### config.mk
export PLATFORM = sky130hd
export DESIGN_NAME = cpu_reset_seq
export DESIGN_NICKNAME = d
export VERILOG_FILES = /design/src/rtl/cpu_reset_seq.sv
export SDC_FILE = /design/constraint.sdc
export NUM_CORES = 1
export LEC_CHECK = 0
export BUFFER_PORTS_ARGS = -buffer_cell sky130_fd_sc_hd__buf_2
export CAP_MARGIN = 20
export CORE_MARGIN = 2
export CORE_UTILIZATION = 53
export CTS_CLUSTER_DIAMETER = 100
export DETAILED_ROUTE_END_ITERATION = 8
export PLACE_DENSITY = 0.76
export SLEW_MARGIN = 0
export SYNTH_ARGS = -nofsm -noshare
export SYNTH_HDL_FRONTEND = slang
export SYNTH_SLANG_ARGS = --single-unit
### constraint.sdc
create_clock -name clk -period 1.8 [get_ports clk]
set_input_delay 0.18 -clock clk [delete_from_list [all_inputs] [get_ports clk]]
set_output_delay 0.18 -clock clk [all_outputs]
set_load 0.05 [all_outputs]
### src/rtl/cpu_reset_seq.sv
module cpu_reset_seq #(
  parameter int STRETCH_CYC = 250000,
  parameter int HOLD_CYC    = 10
) (
  input  logic       clk,
  input  logic       plat_rst_n,
  input  logic       pwr_good,
  input  logic [1:0] freq_sel,
  output logic       cpu_rst_n,
  output logic       breq_n,
  output logic       breq_oe,
  output logic [1:0] freq_code,
  output logic       freq_rsvd
);
  localparam int SW = $clog2(STRETCH_CYC + 1);
  localparam int HW = $clog2(HOLD_CYC + 1);

  if (HOLD_CYC < 2 || HOLD_CYC > 20) begin : g_bad_hold
    $error("HOLD_CYC must lie in 2..20");
  end
  if (STRETCH_CYC < 4) begin : g_bad_stretch
    $error("STRETCH_CYC must be at least 4");
  end

  logic [1:0]    sync_q;
  logic [SW-1:0] stretch_q;
  logic [HW-1:0] hold_q;
  logic          cpu_up_q, strap_done_q;

  always_ff @(posedge clk or negedge plat_rst_n) begin
    if (!plat_rst_n) begin
      sync_q       <= '0;
      stretch_q    <= '0;
      hold_q       <= '0;
      cpu_up_q     <= 1'b0;
      strap_done_q <= 1'b0;
    end else begin
      sync_q <= {sync_q[0], 1'b1};
      if (!sync_q[1]) begin
        stretch_q    <= '0;
        hold_q       <= '0;
        cpu_up_q     <= 1'b0;
        strap_done_q <= 1'b0;
      end else if (!cpu_up_q) begin
        if (stretch_q == SW'(STRETCH_CYC - 1)) cpu_up_q <= 1'b1;
        else stretch_q <= stretch_q + SW'(1);
      end else if (!strap_done_q) begin
        if (hold_q == HW'(HOLD_CYC - 1)) strap_done_q <= 1'b1;
        else hold_q <= hold_q + HW'(1);
      end
    end
  end

  assign cpu_rst_n = cpu_up_q;
  assign breq_n    = strap_done_q;
  assign breq_oe   = ~strap_done_q;

  logic [2:0] pg_q;
  wire        pg_rise  = pg_q[1] & ~pg_q[2];
  wire        rsvd_sel = (freq_sel == 2'b11);

  always_ff @(posedge clk or negedge pwr_good) begin
    if (!pwr_good) begin
      pg_q      <= '0;
      freq_code <= 2'b00;
      freq_rsvd <= 1'b0;
    end else begin
      pg_q <= {pg_q[1:0], 1'b1};
      if (pg_rise) begin
        freq_code <= rsvd_sel ? 2'b00 : freq_sel;
        freq_rsvd <= rsvd_sel;
      end
    end
  end
endmodule


### Word-level counts from Yosys, hierarchy flattened

Cells that the tools add are included.

* bits of input ports: 5
* word-level logic and storage cells: 38
* register bits: 32

* equality and inequality tests: 8
* bitwise logic cells: 3
* mux-type cells: 15
* reductions and logical operators: 2
* add/subtract/negate cells: 2

Operators with widths (number)
* $mux W18: 3
* $add A18 B1 Y18 const B: 1
* $eq A18 B18 Y1 const B: 1
* $mux W4: 4
* $ne A2 B2 Y1 const B: 4
* $mux W1: 7
* $add A4 B1 Y4 const B: 1
* $eq A4 B4 Y1 const B: 1
* $reduce_and A3 Y1: 1
* $eq A2 B2 Y1 const B: 1
* $mux W2: 1
* $ne A2 B1 Y1 const B: 1
* $not A1 Y1: 2
* $reduce_and A2 Y1: 1
* $and A1 B1 Y1: 1

### Longest topological paths before layout

* depth after elaboration: 5
* mapped depth: 6
* depth with buffers taken out: 6

### Least setup slack after synthesis

No wires, ideal clock.

* path type: register -> register
* start point: reg cpu_up_q (netlist: cpu_rst_n)
* end point: reg stretch_q[16]
* stages on the path, launching flop included: 4
* data arrival time: 1731 ps
* setup time: 78 ps
* clock period less this slack: 1809 ps
* required time: 1722 ps
* slack: -9 ps
* buffers on the path: 0
* path through: dfrtp_1 or4b_1 or4_1 a21oi_1

* cells in the longest elaborated chain, start to end: 2

RTL lines
* start: declaration: line 28 `logic cpu_up_q, strap_done_q;`
* start signal: assignment: line 35 `cpu_up_q <= 1'b0;`
* start signal: assignment: line 42 `cpu_up_q <= 1'b0;`
* start signal: assignment: line 45 `if (stretch_q == SW'(STRETCH_CYC - 1)) cpu_up_q <= 1'b1;`
* $ne A2 B2 Y1 (no source line)
* $reduce_and A2 Y1 (no source line)
* end signal: assignment: line 46 `else stretch_q <= stretch_q + SW'(1);`
* end: declaration: line 26 `logic [SW-1:0] stretch_q;`

No other way between the ends.
A chain may end at the register's enable or synchronous reset.

### Final worst setup path

* start point: reg stretch_q[8]
* end point: reg stretch_q[1]

* cells in the longest elaborated chain, start to end: 3

RTL lines (line)
* $eq A18 B18 Y1: 45
* $ne A2 B2 Y1 (no source line)
* $reduce_and A2 Y1 (no source line)

No other way between the ends.

==> summary.txt <==
Critical Path Fanout Max - 8
Part of the total power dissipated in combinational logic - 7.0%
Multi-input logic area - 815.8 µm²
Number of buffers on the longest clock path - 2
Buffer cell driving the clock tree root - sky130_fd_sc_hd__clkbuf_4
Worst IR Drop VDD - 0.5531 mV
HPWL Detailed - 2.572 mm
Count of flip-flops with a built-in enable after synthesis - 0
Arrival time reported for the critical path endpoint - 2.05 ns
Routed wire length - 3.602 mm
Layout Cell Area excl Fill - 1939 µm²
Antenna violations before repair - 0
RSZ-0062 raised after global routing - yes
Starting density of the core - 57.09%
Combinational family with the most area after synthesis - simple AND/OR/NAND/NOR gates
Overall via count from detail_route - 1324
Result of the run - complete, but fails checks
Internal power summed over all cells - 0.001054 W
Switching share of power - 24.31%
Crit path largest cell delay - 0.56 ns
Maximum number of pins on one net before global-route repair - 27
Sw power - 0.0003385 W
Worst hold path class - primary input to flip-flop
Post-layout util - 69.13%
Via count of the first global-routing pass - 1381
Power per standard cell area - 718.2 nW/µm²
Part of the power in the clock network - 39.2%
Number of library cell types mapped by synthesis - 38
Transition time of the tightest slew-check pin - 0.5741 ns
Final Slew Violations - 0
Worst setup slack before clock tree synthesis - -0.002223 ns
Setup slack of the critical path after layout - -0.03554 ns
DIE WIDTH - 58.97 µm
Total Negative Setup Slacks - -0.08415 ns
Static power due to leakage - 0.8531 nW
Core region area - 2805 µm²
DIE AREA - 3477 µm²
Global-route wire length before repair - 6.003 mm
Number of instances in the synthesized netlist - 159
Total iterations of the first detailed-routing run - 4
Final critical delay including setup and external delays - 1.836 ns
Post-route DRC violation count - 0
Final count of hold timing violations - 0
Violations in the final reports - setup timing
Count of clock tree sinks - 32
Sequential area share after synthesis - 50.00%
Count of warnings emitted by yosys - 0
N_diodes - 0
Final setup skew - 0.01413 ns
Cell area after placement - 1770 µm²
Number of max-capacitance violations reported - 0
Fmax - 544.8 MHz
TritonCTS clock tree - yes
Endpoint required time on the critical path - 2.02 ns
Register cell area after layout - 803.3 µm²
Crit-path cells - or4b_4, nor4_4, buf_6, a21oi_2, mux2i_1
Critical path capture point type - flip-flop
Depth of the CTS H-tree - 2
Fraction of synthesis flops using an asynchronous set or reset pin - 100.0%
Fill cell total of the finished layout - 226
Net count, final - 198
Area share of the largest cell type after synthesis - 50.00%
Gpl congestion - 0.8730
Chip height - 58.97 µm
Slew headroom - 61.73%
Synthesized area per cell - 10.07 µm²
Ranking of synthesized cells by area - sky130_fd_sc_hd__dfrtp_1, sky130_fd_sc_hd__nand2_1, sky130_fd_sc_hd__nand2b_1, sky130_fd_sc_hd__mux2i_1, sky130_fd_sc_hd__a21oi_1
Number of placement rows - 19
Number of storage elements in the synthesis netlist - 32
Pwr Total - 0.001393 W
ANT nets after route - 0
Wire length per cell - 16.23 µm
Number of primary I/O pins - 11
CP Launch Type - flip-flop
Cell accounting for the most synthesized area - sky130_fd_sc_hd__dfrtp_1
Adder-cell share of the synthesized area - 2.344%
Ratio of routed vias to standard cells - 5.964
Setup Crit Path Kind - flip-flop to flip-flop
Final critical-path share of the clock period - 102.0%
Share of the synthesized netlist area taken by xor and xnor gates - 3.281%
Number of buffers inserted by port buffering - 10
Fraction of power consumed by sequential logic - 53.8%
Clock network latency to the later pin of the worst-skew pair - 0.34 ns
GR Util All Layers - 22.95%
Post-Syn Area - 1602 µm²
Share of the synthesized area in compound gates (AO/OA/AOI/OAI) - 11.02%
TritonCTS buffer count - 5
CP max-delay cell - sky130_fd_sc_hd__or4b_4
Number of setup violations in the final report - 3
Synthesized-area fraction occupied by and/or/nand/nor cells - 27.50%
Multiplexer fraction of the synthesized cell area - 3.750%
GRT overflow - 0
Fraction of final layout cells sized beyond drive strength 1 - 25.65%
Violation count after the first detailed-route iteration - 70
Area added between synthesis and finish - 21.09%
Clock transition at the registers of the reported paths - 0.10 ns
Most used flip-flop cell after synthesis - sky130_fd_sc_hd__dfrtp_1
## what timing repair did
action                                  4_1_cts  5_1_grt
buffers inserted                              0        3
endpoints found under the setup margin        3        9
hold buffers                                  2        0
pin swaps                                     0        8
resized for setup                             2       10
endpoints found under the hold margin        32        0
## layout by cell type (no fill, tap or decap), types with 3 or more instances in the layout
cell                       Yosys  layout
sky130_fd_sc_hd__o31ai_1       3       3
sky130_fd_sc_hd__buf_4         0      14
sky130_fd_sc_hd__nor2_1        6       6
sky130_fd_sc_hd__clkbuf_4      0       5
sky130_fd_sc_hd__nand2_1      21      21
sky130_fd_sc_hd__o21ai_0       7       7
sky130_fd_sc_hd__or4_1         5       5
sky130_fd_sc_hd__nand4_1       5       5
sky130_fd_sc_hd__inv_1         4       4
sky130_fd_sc_hd__dfrtp_1      32      30
sky130_fd_sc_hd__a21oi_1      10       9
sky130_fd_sc_hd__or4b_4        1       3
sky130_fd_sc_hd__xnor2_1       4       4
sky130_fd_sc_hd__buf_2         0      10
sky130_fd_sc_hd__or3_1         5       5
sky130_fd_sc_hd__ha_1          3       3
sky130_fd_sc_hd__nand2b_1     11      11
sky130_fd_sc_hd__mux2i_1       6       6
## layout make-up
cell class                      count  share of cell area, %
Clock buffer                        5                  1.935
Clock inverter                      3                  2.194
Inverter                            4                 0.7742
Multi-Input combinational cell    120                  42.06
Sequential cell                    32                  41.42
Tap cell                           31                  2.000
Timing Repair Buffer               27                  9.613
## synthesized netlist by cell type, types with 2 or more instances
cell type                   n
sky130_fd_sc_hd__nand2b_1  11
sky130_fd_sc_hd__nor4b_1    2
sky130_fd_sc_hd__o21ai_0    7
sky130_fd_sc_hd__nor2_1     6
sky130_fd_sc_hd__clkbuf_1   3
sky130_fd_sc_hd__nand3_1    3
sky130_fd_sc_hd__o21ai_1    2
sky130_fd_sc_hd__nand2_1   21
sky130_fd_sc_hd__or3_1      5
sky130_fd_sc_hd__or4b_1     2
sky130_fd_sc_hd__o31ai_1    3
sky130_fd_sc_hd__ha_1       3
sky130_fd_sc_hd__and3_1     3
sky130_fd_sc_hd__and2_1     2
sky130_fd_sc_hd__nand4_1    5
sky130_fd_sc_hd__a21oi_1   10
sky130_fd_sc_hd__inv_1      4
sky130_fd_sc_hd__or4_1      5
sky130_fd_sc_hd__xnor2_1    4
sky130_fd_sc_hd__xor2_1     2
sky130_fd_sc_hd__mux2i_1    6
sky130_fd_sc_hd__a211oi_1   3
sky130_fd_sc_hd__dfrtp_1   32
## flip-flops by register name (all words and copies together), names as in the netlist
| signal | cells |
|---|---|
| breq_n | 1 |
| cpu_rst_n | 1 |
| freq_code | 2 |
| freq_rsvd | 1 |
| hold_q | 4 |
| pg_q | 3 |
| stretch_q | 18 |
| sync_q | 2 |
## through the flow
step	hold slack [ns]	instances
CTS	0.09733	219
finish	0.09711	222
global placement	-0.0003215	209
floorplan	-0.1156	160
global route	0.1076	222
detailed placement	0.006318	209
## path summary, 6_finish.rpt
check / endpoint / slack [ns] / cells past startpoint / from
min in group asynchronous: pg_q[2] / 0.17 / 2 / pwr_good
max in group asynchronous: cpu_rst_n / 1.03 / 2 / plat_rst_n
hold / removal: freq_rsvd / 0.1 / 3 / freq_sel[0]
setup reg to reg: stretch_q[1] / -0.04 / 5 / stretch_q[8]
setup / recovery: stretch_q[1] / -0.04 / 5 / stretch_q[8]
hold reg to reg: sync_q[1] / 0.35 / 0 / sync_q[0]
## power by group through the flow
stage / sequential, W / clock, W / combinational [W]
finish: 0.000749 / 0.000545 / 0.0000982
global route: 0.000752 / 0.000591 / 0.000109
CTS: 0.000749 / 0.000554 / 0.0000996
detailed placement: 0.000763 / 0 / 0.0000963
global placement: 0.000761 / 0 / 0.0000920
floorplan: 0.000789 / 0 / 0.0000285
## routing by layer
| metal | track usage (%) | vias up | wire length (µm) |
|---|---|---|---|
| met4 | 11.69 | 0 | 79 |
| met2 | 39.21 | 36 | 1911 |
| met1 | 27.51 | 642 | 1462 |
| met3 | 4.367 | 13 | 148 |
| li1 | - | 633 | - |
| met5 | 0 | - | 0 |
## critical path: cells and delay by family (launching register included)
| kind | cells | cell delay (ns) |
|---|---|---|
| AND/OR/NAND/NOR | 2 | 0.85 |
| multiplexers | 1 | 0.14 |
| buffers and inverters | 1 | 0.19 |
| AO/OA/AOI/OAI | 1 | 0.10 |
| flip-flops | 1 | 0.43 |
## kinds of logic (layout without fill, tap and decap cells)
| group | Yosys count | in the layout |
|---|---|---|
| AOI/OAI and AO/OA | 29 | 29 |
| xor gates and xnor gates | 6 | 6 |
| adders and majority gates | 3 | 3 |
| buffers and inverters | 8 | 39 |
| DFF | 32 | 32 |
| muxes | 6 | 6 |
| other | 1 | 2 |
| and+or+nand+nor | 74 | 74 |
Power figures use the tool's default switching activity.
